**src/rtl/nand_rd_pkg.sv**
```systemverilog
package nand_rd_pkg;
  typedef enum logic [1:0] {
    CYC_CMD  = 2'd0,
    CYC_ADDR = 2'd1,
    CYC_READ = 2'd2
  } cyc_kind_e;

  typedef enum logic [3:0] {
    ST_IDLE,
    ST_CMD1,
    ST_ADDR,
    ST_CMD2,
    ST_TWB,
    ST_WAIT,
    ST_READ,
    ST_LAST,
    ST_DONE
  } seq_state_e;
endpackage

```
**src/rtl/nand_rb_sync.sv**
```systemverilog
module nand_rb_sync #(
  parameter int STAGES = 2
) (
  input  logic clk_i,
  input  logic rst_ni,
  input  logic async_i,
  output logic sync_o
);
  logic [STAGES-1:0] sh_q;

  // reset value 0 = busy, so nothing is read before a real sample
  always_ff @(posedge clk_i or negedge rst_ni) begin
    if (!rst_ni) sh_q <= '0;
    else         sh_q <= {sh_q[STAGES-2:0], async_i};
  end

  assign sync_o = sh_q[STAGES-1];
endmodule

```
**src/rtl/nand_twb_timer.sv**
```systemverilog
module nand_twb_timer #(
  parameter int TWB_CYC = 4
) (
  input  logic clk_i,
  input  logic rst_ni,
  input  logic load_i,
  output logic expire_o
);
  localparam int TW = $clog2(TWB_CYC + 1);

  logic [TW-1:0] cnt_q;

  always_ff @(posedge clk_i or negedge rst_ni) begin
    if (!rst_ni)             cnt_q <= '0;
    else if (load_i)         cnt_q <= TW'(TWB_CYC - 1);
    else if (cnt_q != '0)    cnt_q <= cnt_q - 1'b1;
  end

  assign expire_o = (cnt_q == '0);
endmodule

```
**src/rtl/nand_page_reader.sv**
```systemverilog
module nand_page_reader
  import nand_rd_pkg::*;
#(
  parameter int ADDR_MAX = 5,
  parameter int CNT_W    = 16,
  parameter int TWB_CYC  = 4,
  localparam int AW      = 8 * ADDR_MAX,
  localparam int NCYC_W  = $clog2(ADDR_MAX + 1)
) (
  input  logic              clk_i,
  input  logic              rst_ni,
  input  logic              start_i,
  input  logic [7:0]        cmd1_i,
  input  logic [7:0]        cmd2_i,
  input  logic              cmd2_en_i,
  input  logic [AW-1:0]     addr_i,
  input  logic [NCYC_W-1:0] addr_cycles_i,
  input  logic [CNT_W-1:0]  byte_cnt_i,
  input  logic              ready_busy_i,
  output logic              chip_sel_o,
  output logic              cyc_req_o,
  output logic [1:0]        cyc_kind_o,
  output logic [7:0]        cyc_wdata_o,
  input  logic              cyc_ack_i,
  input  logic [7:0]        cyc_rdata_i,
  output logic [7:0]        data_o,
  output logic              data_valid_o,
  output logic              done_o
);
  seq_state_e        state_q;
  logic [AW-1:0]     addr_q;
  logic [7:0]        cmd1_q, cmd2_q;
  logic              cmd2_en_q;
  logic [NCYC_W-1:0] last_idx_q, last_idx_d, idx_q;
  logic [CNT_W-1:0]  left_q;
  logic [7:0]        data_q;
  logic              vld_q;
  logic              rb_ready;
  logic              twb_load, twb_exp;
  logic              addr_last;

  nand_rb_sync #(.STAGES(2)) u_sync (
    .clk_i  (clk_i),
    .rst_ni (rst_ni),
    .async_i(ready_busy_i),
    .sync_o (rb_ready)
  );

  nand_twb_timer #(.TWB_CYC(TWB_CYC)) u_twb (
    .clk_i   (clk_i),
    .rst_ni  (rst_ni),
    .load_i  (twb_load),
    .expire_o(twb_exp)
  );

  // clamp requested address cycles to 1..ADDR_MAX, stored as last index
  always_comb begin
    if (addr_cycles_i == '0)                         last_idx_d = '0;
    else if (addr_cycles_i > NCYC_W'(ADDR_MAX))      last_idx_d = NCYC_W'(ADDR_MAX - 1);
    else                                             last_idx_d = addr_cycles_i - 1'b1;
  end

  assign addr_last = (idx_q == last_idx_q);
  assign twb_load  = cyc_ack_i && ((state_q == ST_CMD2) ||
                     (state_q == ST_ADDR && addr_last && !cmd2_en_q));

  always_ff @(posedge clk_i or negedge rst_ni) begin
    if (!rst_ni) begin
      state_q    <= ST_IDLE;
      addr_q     <= '0;
      cmd1_q     <= '0;
      cmd2_q     <= '0;
      cmd2_en_q  <= 1'b0;
      last_idx_q <= '0;
      idx_q      <= '0;
      left_q     <= '0;
      data_q     <= '0;
      vld_q      <= 1'b0;
    end else begin
      vld_q <= 1'b0;
      unique case (state_q)
        ST_IDLE: if (start_i) begin
          addr_q     <= addr_i;
          cmd1_q     <= cmd1_i;
          cmd2_q     <= cmd2_i;
          cmd2_en_q  <= cmd2_en_i;
          last_idx_q <= last_idx_d;
          left_q     <= byte_cnt_i;
          state_q    <= ST_CMD1;
        end
        ST_CMD1: if (cyc_ack_i) begin
          idx_q   <= '0;
          state_q <= ST_ADDR;
        end
        ST_ADDR: if (cyc_ack_i) begin
          if (addr_last) state_q <= cmd2_en_q ? ST_CMD2 : ST_TWB;
          else           idx_q   <= idx_q + 1'b1;
        end
        ST_CMD2: if (cyc_ack_i) state_q <= ST_TWB;
        ST_TWB:  if (twb_exp)   state_q <= ST_WAIT;
        ST_WAIT: if (rb_ready)  state_q <= (left_q == '0) ? ST_DONE : ST_READ;
        ST_READ: if (cyc_ack_i) begin
          data_q <= cyc_rdata_i;
          vld_q  <= 1'b1;
          left_q <= left_q - 1'b1;
          if (left_q == CNT_W'(1)) state_q <= ST_LAST;
        end
        ST_LAST: state_q <= ST_DONE;
        ST_DONE: state_q <= ST_IDLE;
        default: state_q <= ST_IDLE;
      endcase
    end
  end

  always_comb begin
    cyc_req_o   = 1'b0;
    cyc_kind_o  = CYC_CMD;
    cyc_wdata_o = '0;
    unique case (state_q)
      ST_CMD1: begin cyc_req_o = 1'b1; cyc_wdata_o = cmd1_q; end
      ST_ADDR: begin
        cyc_req_o   = 1'b1;
        cyc_kind_o  = CYC_ADDR;
        cyc_wdata_o = addr_q[{idx_q, 3'b000} +: 8];
      end
      ST_CMD2: begin cyc_req_o = 1'b1; cyc_wdata_o = cmd2_q; end
      ST_READ: begin cyc_req_o = 1'b1; cyc_kind_o = CYC_READ; end
      default: ;
    endcase
  end

  assign chip_sel_o   = (state_q != ST_IDLE) && (state_q != ST_LAST) && (state_q != ST_DONE);
  assign data_o       = data_q;
  assign data_valid_o = vld_q;
  assign done_o       = (state_q == ST_DONE);
endmodule

```
**config.mk**
```make
export PLATFORM = sky130hd
export DESIGN_NAME = nand_page_reader
export DESIGN_NICKNAME = d
export VERILOG_FILES = /design/src/rtl/nand_rd_pkg.sv /design/src/rtl/nand_rb_sync.sv /design/src/rtl/nand_twb_timer.sv /design/src/rtl/nand_page_reader.sv
export SDC_FILE = /design/constraint.sdc
export NUM_CORES = 1
export LEC_CHECK = 0
export BUFFER_PORTS_ARGS = -buffer_cell sky130_fd_sc_hd__buf_2
export CAP_MARGIN = 5
export CORE_MARGIN = 3
export CORE_UTILIZATION = 45
export DETAILED_ROUTE_END_ITERATION = 7
export HOLD_SLACK_MARGIN = 0.02
export PLACE_DENSITY = 0.68
export SLEW_MARGIN = 25
export SYNTH_ARGS = -nofsm -noshare
export SYNTH_HDL_FRONTEND = slang
export SYNTH_SLANG_ARGS = --single-unit
```
**constraint.sdc**
```tcl
create_clock -name clk_i -period 4.5 [get_ports clk_i]
set_clock_uncertainty 0.2 [all_clocks]
set_input_delay 0.9 -clock clk_i [delete_from_list [all_inputs] [get_ports clk_i]]
set_output_delay 0.9 -clock clk_i [all_outputs]
set_load 0.01 [all_outputs]
```
# After elaboration in Yosys (flattened, before gate mapping)

Index checks and enable logic that the tools add are counted.

Bits of input ports: 89
Register bits after elaboration: 97
Word-level logic and storage cells: 90
Output and inout port bits: 22

Reductions and logical operators: 22
Equal/unequal tests: 22
$lt $le $gt $ge: 1
$add $sub $neg: 4
Muxes and demuxes: 28
Shifts and indexed selects: 1

Operators by type and width:

| cell                  | count |
|---|---|
| $mux 4                | 10 |
| $shiftx 40x7->8       | 1 |
| $mux 16               | 2 |
| $pmux 16 s2           | 1 |
| $pmux 4 s8            | 1 |
| $mux 3                | 8 |
| $pmux 8 s3            | 1 |
| $ne 2x2->1 const B    | 9 |
| $eq 16x1->1 const B   | 1 |
| $eq 4x3->1 const B    | 4 |
| $logic_not 16->1      | 1 |
| $sub 16x1->16 const B | 1 |
| $reduce_and 9->1      | 1 |
| $eq 4x2->1 const B    | 2 |
| $logic_not 3->1       | 2 |
| $pmux 3 s2            | 1 |
| $reduce_bool 2->1     | 3 |
| $sub 3x1->3 const B   | 2 |
| $logic_and 1x1->1     | 5 |
| $eq 4x1->1 const B    | 1 |
| $eq 4x4->1 const B    | 1 |
| $logic_not 4->1       | 1 |
| $ne 4x3->1 const B    | 1 |
| $ne 4x4->1 const B    | 1 |
| 14 further kinds      | 17 |

# Logic depth before layout (Yosys ltp)

Gate-level depths: netlist of run 1.

Depth after elaboration: 6
Mapped depth: 7
Depth with buffers taken out: 7

# Modules after synthesis

From an unflattened synthesis of run 1, not the netlist that was laid out.

Cells, all modules: 459
Area, all modules: 5111.2 sq um

By module, submodules not included:

| module           | cells each | times used | sequential area each (sq um) | area an instance (sq um) |
|---|---|---|---|---|
| nand_page_reader | 440        | 1          | 2302.2                       | 4879.7 |
| nand_twb_timer   | 17         | 1          | 75.1                         | 181.4 |
| nand_rb_sync     | 2          | 1          | 50.0                         | 50.0 |

# Worst setup path before layout of run 1

OpenSTA, ideal clock, no wires.

Path kind: register to output
From: register idx_q[0]
To: output port cyc_wdata_o[6]
Buffers on the path: 1
Data required time: 3.400 ns
Stages on the path, launching flop included: 6
Arrival time: 1.795 ns
Slack: 1.605 ns
Cell sequence: dfrtp_1 > buf_1 > nor3_1 > a22oi_1 > o22a_1 > nor2_1

Longest elaborated chain between the ends: 2

RTL lines:

| what                     | RTL line                | RTL |
|---|---|---|
| start: declaration       | nand_page_reader.sv:34  | `logic [NCYC_W-1:0] last_idx_q, last_idx_d, idx_q;` |
| start signal: assignment | nand_page_reader.sv:97  | `else idx_q <= idx_q + 1'b1;` |
| $shiftx 40x7->8          | nand_page_reader.sv:124 | `cyc_wdata_o = addr_q[{idx_q, 3'b000} +: 8];` |
| $pmux 8 s3               | nand_page_reader.sv:119 | `unique case (state_q)` |
| end: declaration         | nand_page_reader.sv:23  | `output logic [7:0] cyc_wdata_o,` |

No other way between the ends.

# Final worst setup path of run 1

From: register state_q[1]
To: output port cyc_kind_o[1]

Longest elaborated chain between the ends: 2
Elaborated cells on any way between the ends: 3
Classes of those cells: eq/ne (2); mux (1)

RTL lines:

| what                                            | RTL line                | RTL |
|---|---|---|
| start: declaration                              | nand_page_reader.sv:30  | `seq_state_e state_q;` |
| start signal: assignment                        | nand_page_reader.sv:96  | `if (addr_last) state_q <= cmd2_en_q ? ST_CMD2 : ST_TWB;` |
| start signal: assignment                        | nand_page_reader.sv:101 | `ST_WAIT: if (rb_ready) state_q <= (left_q == '0) ? ST_DONE : ST_READ;` |
| $eq 4x3->1 / $eq 4x2->1 (equally long branches) | nand_page_reader.sv:119 |  |
| $pmux 2 s2 *                                    | nand_page_reader.sv:119 |  |
| end: declaration                                | nand_page_reader.sv:22  | `output logic [1:0] cyc_kind_o,` |

Every way passes the cells marked *; elsewhere a longest branch is shown, timed or not.

==> summary.md, run 1 <==
| Metric | Value |
|---|---|
| Area fraction in compound gates after synthesis | `12.1%` |
| FP Rows | `37` |
| Clk_lat worst skew | `0.38 ns` |
| CP max FO | `25` |
| CP Buf/Inv Count | `2` |
| Worst-margin pin slew | `0.850 ns` |
| H-tree Lvls | `3` |
| DIE HEIGHT | `110 µm` |
| Synth Area in Adders | `1.80%` |
| ANT nets after route | `0` |
| Post-route DRC | `0` |
| Hold Buf Count CTS | `0` |
| First-pass DRT Iterations | `5` |
| Worst path cell trace | `and2b_2, nand2_2, inv_1, buf_2` |
| Die area | `12100 µm²` |
| Netlist cell types | `51` |
| Synth warn | `0` |
| Area grow syn2layout | `17.2%` |
| Top cells by area, synth | `dfrtp_1 50%, mux2_2 16%, mux4_2 3.7%, o21ai_0 2.8%, nor2_1 2.7%` |
| Num CTS Buffers | `9` |
| Fin crit share | `83.9%` |
| CTS clock-pin slew for the worst setup and hold paths | `0.09 ns` |
| Slew headroom | `43.3%` |
| Placed insts | `651` |
| Post CTS Setup Buffer Count | `0` |
| Leakage power | `2.60 nW` |
| Worst R2R End | `data_o[5]` |
| Total gr overflow | `0` |
| Root buffer cell | `clkbuf_8` |
| Max Cap Viol | `0` |
| Final GP Congestion | `0.842` |
| XOR/XNOR Fraction of Synth Area | `0.719%` |
| Sink Count | `97` |
| Slowest stage delay, CP | `0.91 ns` |
| Total track usage | `19.0%` |
| Die width | `110 µm` |
| First-pass GRT wire length | `17600 µm` |
| Fmax | `0.265 GHz` |
| Reg2Reg Setup Slack | `1.37 ns` |
| # resized after CTS | `0` |
| Reg2Reg Depth | `5` |
| TritonCTS clock tree | `built` |
| Post-synthesis sequential area ratio | `49.8%` |
| N_diodes | `0` |
| Mux contribution to synthesized area | `21.5%` |
| Fill cells | `948` |
| WP data required | `3.40 ns` |
| Combinational family with the most area after synthesis | `multiplexers` |
| Number of global-route vias before repair | `3677` |
| Syn_nets | `518` |
| Critical Path Source | `state_q[1]` |
| Fin. max-slew vios | `0` |
| Post-synthesis average cell area | `11.5 µm²` |
| Buffers on Ports | `110` |
| Worst path top cell family by delay | `flip-flops` |
| Endpoints failing setup | `0` |
| Placeable Area | `10400 µm²` |
| Pin count of the biggest net entering global routing | `58` |
| RSZ-0062 raised after global routing | `no` |
| Synth async-reset ratio | `100%` |
| Initial antenna violation count | `0` |
| Initial DRC count | `194` |
| Maximum root-to-sink buffer count | `2` |
| Final nets | `622` |
| Flops & latches, synth | `97` |
| Worst setup EP type | `output port` |
| Fin cells | `667` |
| Tot Pwr | `3.74 mW` |
| Commonest cells after routing, fill and taps aside | `109 x buf_2, 97 x dfrtp_1, 69 x mux2_2` |
| Synthesized area | `4870 µm²` |
| Final WL | `10900 µm` |
| Worst slack, placed | `1.14 ns` |
| Crit path launch type | `flip-flop` |
| Power per standard cell area | `655 nW/µm²` |
| Via/cell ratio | `5.51` |
| Synthesized instance count | `422` |
| Worst Setup EP | `cyc_kind_o[1]` |
| Register Area | `2430 µm²` |
| Sum of negative setup slack | `0 ns` |
| Area leader, netlist | `dfrtp_1` |
| Post-layout worst setup margin | `0.724 ns` |
| EDFF count, synth | `0` |
| Io pins | `111` |
| Area occupied by multi-input gates | `2280 µm²` |
| WP data arrival | `2.68 ns` |
| Setup CP Type | `reg -> out` |
| HPWL Detailed | `8250 µm` |
| Via count | `3676` |
| Post-synth top area share | `49.8%` |
| Final-report hold violation count | `0` |
| Worst path depth | `4` |
| Max VDD drop | `0.000296 V` |
| Routed length per instance | `16.4 µm` |
| Simple-gate share of the synthesized area | `10.5%` |
| Initial Util | `46.8%` |
| Tightest Hold Check Type | `reg -> reg` |
| R2r startpoint | `state_q[1]` |
| Layout cells sized above 1 | `41.1%` |
| Most used flip-flop cell after synthesis | `dfrtp_1` |
| Outcome | `complete, no violations` |
| Post-layout min period | `3.78 ns` |
| Commonest non-fill, non-tap cell in the layout | `buf_2` |
| Critical-path top delay cell | `dfrtp_1` |
where the power goes:
group	switching, mW	internal, mW
logic	0.725	0.821
registers	0.347	1.29
clock network	0.328	0.229
total	1.40	2.34
sequential cells by signal, indices dropped and copies added (netlist names):
register / cells
state_q: 4
cmd2_en_q: 1
u_twb.cnt_q: 3
data_valid_o: 1
data_o: 8
u_sync.sh_q: 2
cmd2_q: 8
addr_q: 40
idx_q: 3
left_q: 16
cmd1_q: 8
last_idx_q: 3
how the worst min path moves through the flow:
stage | end | start | slack (ns) | depth (start not counted)
6_report | u_sync.sh_q[1] | u_sync.sh_q[0] | 0.17 | 0
5_1_grt | u_sync.sh_q[1] | u_sync.sh_q[0] | 0.18 | 0
4_1_cts | u_sync.sh_q[1] | u_sync.sh_q[0] | 0.17 | 0
3_5_place_dp | u_sync.sh_q[1] | u_sync.sh_q[0] | 0.14 | 0
3_3_place_gp | u_sync.sh_q[1] | u_sync.sh_q[0] | 0.14 | 0
2_1_floorplan | u_sync.sh_q[1] | u_sync.sh_q[0] | 0.13 | 0
metal layers:
| metal | share of wire, % | up-vias | global-route usage [%] |
|---|---|---|---|
| met2 | 49 | 116 | 32.0 |
| met5 | 0 | - | 0 |
| li1 | - | 1747 | - |
| met1 | 42 | 1802 | 23.7 |
| met4 | 1.3 | 0 | 5.61 |
| met3 | 7.3 | 11 | 5.42 |
area by class of cell:
class	count	share of cell area [%]
Clock buffer	10	2.41
Inverter	13	0.855
Tap cell	136	2.98
Timing Repair Buffer	115	10.3
Sequential cell	97	42.5
Multi-Input combinational cell	290	39.9
Clock inverter	6	0.986
cells by family (layout without fill, tap and decap cells):
family	after synthesis	after routing
fa+ha+maj	7	7
mux	86	86
xor+xnor	4	4
simple gates	101	101
compound gates	92	92
buf+inv	35	144
flops	97	97
Yosys cell counts (all sizes together) (2+ instances only):
master    n
ha        7
or3       3
nor3      7
o31ai     2
nand4     3
nor4b     2
a31oi     2
and2b     2
o2111ai   2
nor2     35
a22oi    12
nor4      5
mux4      8
nand3     7
mux2i     9
o22ai     3
or4       4
o21ai    27
mux2     69
o2bb2ai   2
xnor2     4
o21a      8
clkbuf   14
inv      12
a2bb2oi   4
nand2    23
a21boi    2
o211ai    3
nor2b     2
buf       8
nand2b    4
a21oi    19
dfrtp    97
per-stage QoR:
step,hold WS (ns),cell area [µm²],utilization [%]
2_1_floorplan,0.131,4870,-
3_3_place_gp,0.143,5510,52.9
3_5_place_dp,0.140,5510,52.9
4_1_cts,0.170,5710,54.8
5_1_grt,0.180,5710,54.8
6_report,0.167,5710,54.8
(Power assumes the default switching activity.)
==> run 2: changes to the inputs <==
==> constraint.sdc (replaced) <==
create_clock -name clk_i -period 3.9 [get_ports clk_i]
set_clock_uncertainty 0.2 [all_clocks]
set_input_delay 0.78 -clock clk_i [delete_from_list [all_inputs] [get_ports clk_i]]
set_output_delay 0.78 -clock clk_i [all_outputs]
set_load 0.01 [all_outputs]
==> run 2 against run 1 <==
  * Sequential power is 13% higher
  * Routed wire length is 1.1% higher
  * Clock-buffer cell count stayed put
  * Flip-flop and latch count stayed put
  * Via count is 0.65% lower
==> summary.md, run 2 (synthesized netlist as in run 1, its figures left out) <==
| Metric | Value |
|---|---|
| Slowest stage delay, CP | `0.60 ns (-0.31 ns)` |
| CTS clock-pin slew for the worst setup and hold paths | `0.09 ns (about the same)` |
| Setup CP Type | `reg -> out` |
| First-pass DRT Iterations | `4 (-1)` |
| Endpoints failing setup | `0 (unchanged)` |
| Final Core Density | `55.7% (+0.85 points)` |
| Num CTS Buffers | `9 (unchanged)` |
| HPWL Detailed | `8280 µm (+0.41%)` |
| Hold path depth | `0 (unchanged)` |
| Reg2Reg Setup Slack | `1.14 ns (-0.23 ns)` |
| Area grow syn2layout | `19.0%` |
| Outcome | `complete, no violations` |
| Number of global-route vias before repair | `3711 (+0.92%)` |
| Buffers on Ports | `110 (unchanged)` |
| Fin cells | `670 (+0.45%)` |
| Total track usage | `19.3% (+0.39 points)` |
| Hold Path Sink | `u_sync.sh_q[1]` |
| Root buffer cell | `clkbuf_8` |
| Final GP Congestion | `0.839 (-0.34%)` |
| CP max FO | `25 (unchanged)` |
| DIE HEIGHT | `110 µm (unchanged)` |
| Fill cells | `938 (-1.1%)` |
| Maximum root-to-sink buffer count | `2 (unchanged)` |
| Initial Util | `46.8% (unchanged)` |
| Worst-margin pin slew | `0.660 ns (-0.189 ns)` |
| RSZ-0062 raised after global routing | `no` |
| WP data arrival | `2.29 ns (-0.39 ns)` |
| Post-layout min period | `3.27 ns` |
| Commonest cells after routing, fill and taps aside | `109 x buf_2, 97 x dfrtp_1, 69 x mux2_2` |
| FP Rows | `37 (unchanged)` |
| Hold Buf Count CTS | `0 (unchanged)` |
| Reg2Reg Depth | `5 (unchanged)` |
| Slew headroom | `55.9% (+13 points)` |
| WP data required | `2.92 ns (-0.48 ns)` |
| Post CTS Setup Buffer Count | `0 (unchanged)` |
| Initial DRC count | `160 (-18%)` |
| Worst R2R End | `data_o[7]` |
| Tightest Hold Check Type | `reg -> reg` |
| Most flop-heavy register | `addr_q` |
| Worst slack, placed | `1.02 ns (-0.120 ns)` |
| Critical-path top delay cell | `inv_1` |
| Hold Path Origin | `u_sync.sh_q[0]` |
| Fin crit share | `83.9%` |
| Layout cells sized above 1 | `41.4% (+0.33 points)` |
| Die area | `12100 µm² (unchanged)` |
| Initial antenna violation count | `0 (unchanged)` |
| Post-layout worst setup margin | `0.629 ns (-0.0954 ns)` |
| TritonCTS clock tree | `built` |
| H-tree Lvls | `3 (unchanged)` |
| Final WL | `11100 µm (+1.1%)` |
| First-pass GRT wire length | `18000 µm (+2.0%)` |
| Placed insts | `654 (+0.46%)` |
| Routed length per instance | `16.5 µm (+0.69%)` |
| Sum of negative setup slack | `0 ns (unchanged)` |
| N_diodes | `0 (unchanged)` |
| Clk_lat worst skew | `0.36 ns (-0.02 ns)` |
| Crit path launch type | `flip-flop` |
| R2r startpoint | `state_q[0]` |
| Pin count of the biggest net entering global routing | `47 (-19%)` |
| Fmax | `0.306 GHz` |
| Fin area | `5800 µm² (+1.6%)` |
| # resized after CTS | `0 (unchanged)` |
| Via count | `3652 (-0.65%)` |
| Post-route DRC | `0 (unchanged)` |
| Total gr overflow | `0 (unchanged)` |
| Via/cell ratio | `5.45 (-1.1%)` |
| Max FFs per register | `40 (unchanged)` |
| Sink Count | `97 (unchanged)` |
| Leakage power | `2.65 nW (+1.9%)` |
| DP Area | `5570 µm² (+1.0%)` |
| Final-report hold violation count | `0 (unchanged)` |
| Top flop regs | `addr_q (40), left_q (16)` |
| Placeable Area | `10400 µm² (unchanged)` |
| Max VDD drop | `0.000348 V (+18%)` |
| Worst setup EP type | `output port` |
| Commonest non-fill, non-tap cell in the layout | `buf_2` |
| Worst path cell trace | `and2b_2, nand2_2, inv_1, buf_2` |
| Power per standard cell area | `766 nW/µm² (+17%)` |
| Final nets | `625 (+0.48%)` |
| Die width | `110 µm (unchanged)` |
| Max Cap Viol | `0 (unchanged)` |
| Io pins | `111 (unchanged)` |
| ANT nets after route | `0 (unchanged)` |
| Fin. max-slew vios | `0 (unchanged)` |
## run 2: changes by cell type in the layout (fill, tap and decap cells not counted), sizes merged
cell and delta:
buf +3, bufinv +2, clkinv +2, clkinvlp -1, inv -3
## run 2: where the power goes
part,leakage [nW],internal [mW],switching [mW],total (mW)
clock network,0.118,0.382,0.352,0.734
logic,1.37,0.969,0.883,1.85
registers,1.17,1.49,0.362,1.85
total,2.65,2.84,1.60,4.44
## run 2: area by class of cell
class	instances	area [µm²]	share of cell area (%)
clock inverters	6	90.1	1.55
clock buffers	10	138	2.37
inverters	13	48.8	0.842
flip-flops and latches	97	2430	41.9
multi-input cells	290	2280	39.3
repair buffers	118	646	11.1
well taps	136	170	2.94
## run 2: worst max-delay path: cells and delay by family (launching register included)
family / cells / cell delay (ns)
and+or+nand+nor: 2 / 0.55
DFF: 1 / 0.53
buffers and inverters: 2 / 0.85
## run 2: stage by stage
| stage | total power, mW | hold slack [ns] |
|---|---|---|
| final | 4.44 | 0.161 |
| after CTS | 4.48 | 0.167 |
| after global placement | 3.65 | 0.144 |
| after detailed placement | 3.74 | 0.152 |
| after floorplan | 3.21 | 0.131 |
| after global routing | 4.79 | 0.184 |
## run 2: layer usage
metal | GRT usage [%] | vias up | part of all wire, %
met4 | 7.12 | 0 | 1.7
met5 | 0 | - | 0
met3 | 4.78 | 19 | 7.6
met1 | 24.5 | 1752 | 42
li1 | - | 1743 | -
met2 | 32.1 | 138 | 49
## run 2: how the worst max path moves through the flow
stage / start / to / slack (ns) / cells after the start
3_3_place_gp: idx_q[0] / cyc_wdata_o[2] / 1.08 / 5
5_1_grt: state_q[0] / cyc_kind_o[1] / 0.45 / 4
6_report: state_q[0] / cyc_kind_o[1] / 0.63 / 4
3_5_place_dp: idx_q[0] / cyc_wdata_o[7] / 1.02 / 5
4_1_cts: idx_q[0] / cyc_wdata_o[7] / 0.62 / 5
2_1_floorplan: idx_q[0] / cyc_wdata_o[6] / 1.13 / 5
==> run 3: changes to the inputs <==
--- a/config.mk
+++ b/config.mk
@@ -5,6 +5,7 @@
 export SDC_FILE = /design/constraint.sdc
 export NUM_CORES = 1
 export LEC_CHECK = 0
+export ABC_AREA = 1
 export BUFFER_PORTS_ARGS = -buffer_cell sky130_fd_sc_hd__buf_2
 export CAP_MARGIN = 5
 export CORE_MARGIN = 3
==> constraint.sdc (replaced) <==
create_clock -name clk_i -period 3.32 [get_ports clk_i]
set_clock_uncertainty 0.2 [all_clocks]
set_input_delay 0.664 -clock clk_i [delete_from_list [all_inputs] [get_ports clk_i]]
set_output_delay 0.664 -clock clk_i [all_outputs]
set_load 0.01 [all_outputs]
==> run 3 against run 2 <==
  * Flip-flop and latch count stayed put
  * Register-to-register slack worse by 0.05 ns
  * Worst setup slack worse by 0.29 ns
  * Synthesized area is 6.6% higher
  * Global-route usage is 1.2 points higher
  * Cell count is 44% higher
  * First-iteration DRC count is 98% higher
==> summary.md, run 3 <==
| Metric | Value |
|---|---|
| Crit path launch type | `flip-flop` |
| DIE HEIGHT | `113 µm (+3.0%)` |
| Netlist cell types | `35 (-31%)` |
| Slowest stage delay, CP | `0.36 ns (-0.24 ns)` |
| Most used cell, CP | `nand2_1` |
| Hold Buf Count CTS | `0 (unchanged)` |
| Initial DRC count | `317 (+98%)` |
| Flop pwr share | `38.9% (-2.8 points)` |
| WP data arrival | `2.12 ns (-0.17 ns)` |
| First-pass GRT wire length | `21400 µm (+19%)` |
| Commonest non-fill, non-tap cell in the layout | `nand2_1` |
| Maximum root-to-sink buffer count | `2 (unchanged)` |
| Worst-margin pin slew | `0.615 ns (-0.0457 ns)` |
| Post-route DRC | `0 (unchanged)` |
| Synth top cells by count | `318 x nand2_1, 97 x dfrtp_1, 58 x nor2_1` |
| Io pins | `111 (unchanged)` |
| ANT nets after route | `0 (unchanged)` |
| Final nets | `914 (+46%)` |
| TritonCTS clock tree | `built` |
| Total gr overflow | `0 (unchanged)` |
| Tot Pwr | `5.39 mW (+22%)` |
| Post-synth top area share | `46.8% (-3.1 points)` |
| N_diodes | `0 (unchanged)` |
| Final GP Congestion | `0.875 (+4.3%)` |
| Post-layout min period | `2.99 ns` |
| Worst setup EP type | `output port` |
| Pin count of the biggest net entering global routing | `58 (+23%)` |
| Die width | `113 µm (+3.0%)` |
| Area leader, netlist | `dfrtp_1` |
| Final WL | `12700 µm (+15%)` |
| Hold slack | `0.0893 ns (-0.0714 ns)` |
| Max Cap Viol | `0 (unchanged)` |
| Sink Count | `97 (unchanged)` |
| Clock Power Share | `18.1% (+1.6 points)` |
| Most flop-heavy register | `addr_q` |
| FP Rows | `38 (+2.7%)` |
| Endpoints failing setup | `0 (unchanged)` |
| Fmax | `0.335 GHz` |
| Layout cells sized above 1 | `19.2% (-22 points)` |
| Final-report hold violation count | `0 (unchanged)` |
| Fin cells | `963 (+44%)` |
| Most used flip-flop cell after synthesis | `dfrtp_1` |
| WP data required | `2.46 ns (-0.46 ns)` |
| Top flop regs | `addr_q (40), left_q (16)` |
| H-tree Lvls | `3 (unchanged)` |
| Outcome | `complete, no violations` |
| Routed length per instance | `13.2 µm (-20%)` |
| RSZ-0062 raised after global routing | `no` |
| Placed insts | `947 (+45%)` |
| Buffers on Ports | `110 (unchanged)` |
| EDFF count, synth | `0 (unchanged)` |
| Leakage power | `3.33 nW (+25%)` |
| Critical-path top delay cell | `dfrtp_1` |
| Flops & latches, synth | `97 (unchanged)` |
| Post-synthesis average cell area | `7.23 µm² (-37%)` |
| Slew headroom | `59.0% (+3.0 points)` |
| CTS clock-pin slew for the worst setup and hold paths | `0.07 ns (-0.02 ns)` |
| Post CTS Setup Buffer Count | `0 (unchanged)` |
| Most frequent cell after synthesis | `nand2_1` |
| First-pass DRT Iterations | `7 (+3)` |
| Number of global-route vias before repair | `4635 (+25%)` |
| Clk_lat worst skew | `0.35 ns (about the same)` |
| Reg2Reg Setup Slack | `1.09 ns (-0.05 ns)` |
| Syn_nets | `814 (+57%)` |
| # resized after CTS | `0 (unchanged)` |
| Sw Ratio | `43.1% (+7.1 points)` |
| Tightest Hold Check Type | `in -> async` |
| Synthesized area | `5190 µm² (+6.6%)` |
| Fill cells | `1119 (+19%)` |
| Int Power | `3.07 mW (+8.0%)` |
| Setup CP Type | `reg -> out` |
| Initial antenna violation count | `0 (unchanged)` |
| Initial Util | `47.1% (+0.29 points)` |
| Post-synthesis sequential area ratio | `46.8% (-3.1 points)` |
| Via count | `4809 (+32%)` |
| Power per standard cell area | `887 nW/µm² (+16%)` |
| Worst path top cell family by delay | `buffers and inverters` |
| Fin. max-slew vios | `0 (unchanged)` |
| Commonest cells after routing, fill and taps aside | `318 x nand2_1, 109 x buf_2, 97 x dfrtp_1` |
| HPWL Detailed | `9340 µm (+13%)` |
| Logic pwr share | `42.9% (+1.2 points)` |
| Synthesized instance count | `718 (+70%)` |
| Via/cell ratio | `4.99 (-8.4%)` |
| Max FFs per register | `40 (unchanged)` |
| CP Buf/Inv Count | `3 (+1)` |
| Top cells by area, synth | `dfrtp_1 47%, nand2_1 23%, o21ai_0 4.7%, nand3_1 4.4%, nor2_1 4.2%` |
| Sum of negative setup slack | `0 ns (unchanged)` |
| CP max FO | `20 (-20%)` |
| Fin crit share | `89.9%` |
| Die area | `12900 µm² (+6.2%)` |
| Placeable Area | `11000 µm² (+5.9%)` |
| Worst path cell trace | `buf_4, inv_1, nand3_1, o21ai_0, nand2_1, nand2_1, buf_2` |
| Root buffer cell | `clkbuf_16` |
| Synth async-reset ratio | `100% (unchanged)` |
| Area grow syn2layout | `17.1%` |
| Max VDD drop | `0.000429 V (+23%)` |
| Total track usage | `20.5% (+1.2 points)` |
| Num CTS Buffers | `9 (unchanged)` |
| Switching pwr | `2.33 mW (+46%)` |
| Synth warn | `0 (unchanged)` |
[run 3: changes by cell type after synthesis, moves of 9 or more]
cell / previous run / this run
a22oi_1: 12 / 1
o21ai_1: 0 / 9
inv_1: 12 / 47
mux2i_1: 9 / 0
o21ai_0: 27 / 49
nand2_1: 22 / 318
mux2_2: 69 / 0
clkbuf_1: 13 / 4
nor2_1: 35 / 58
nand3_1: 7 / 46
a21oi_1: 19 / 4
buf_2: 0 / 14
[run 3: cells by family after synthesis]
family | synth area share (%)
adders and majority gates | 1.69
DFF | 46.8
and+or+nand+nor | 34.8
buffers and inverters | 7.52
xor gates and xnor gates | 1.18
AOI/OAI and AO/OA | 8.00
[run 3: per-stage QoR]
step | utilization (%) | area, µm² | setup slack [ns]
floorplan | - | 5190 | 1.12
global placement | 52.6 | 5810 | 0.784
detailed placement | 52.6 | 5810 | 0.707
CTS | 55.1 | 6080 | 0.315
global route | 55.1 | 6080 | 0.130
finish | 55.1 | 6080 | 0.335
[run 3: area by class of cell]
type / instances / area (µm²) / area share, %
sequential: 97 / 2430 / 39.9
inverter: 59 / 221 / 3.64
timing repair buffer: 116 / 611 / 10.0
clock buffer: 10 / 229 / 3.77
multi-input combinational: 535 / 2370 / 39.0
clock inverter: 6 / 43.8 / 0.720
tap: 140 / 175 / 2.88
[run 3: per-layer routing]
metal | track usage (%) | up-vias | part of all wire, %
met4 | 5.45 | 0 | 1.1
met1 | 26.3 | 2235 | 43
met3 | 4.83 | 12 | 5.5
li1 | - | 2438 | -
met2 | 35.1 | 124 | 50
met5 | 0 | - | 0
[run 3: worst paths after layout]
kind                            cells past startpoint             end      startpoint
worst max-delay path                                7  cyc_wdata_o[4]        idx_q[0]
worst min-delay path                                1       left_q[2]          rst_ni
worst max register to register                      7      addr_q[21]      state_q[2]
worst min register to register                      0  u_sync.sh_q[1]  u_sync.sh_q[0]
max in group asynchronous                           2      addr_q[12]          rst_ni
min in group clk_i                                  0  u_sync.sh_q[1]  u_sync.sh_q[0]
[run 3: power by group through the flow]
stage                     clock network, mW  registers, mW  logic [mW]
final                                 0.977           2.10        2.32
after global routing                   1.06           2.16        2.69
after CTS                              1.00           2.10        2.35
after detailed placement                  0           2.11        2.34
after global placement                    0           2.10        2.26
after floorplan                           0           2.01        1.79
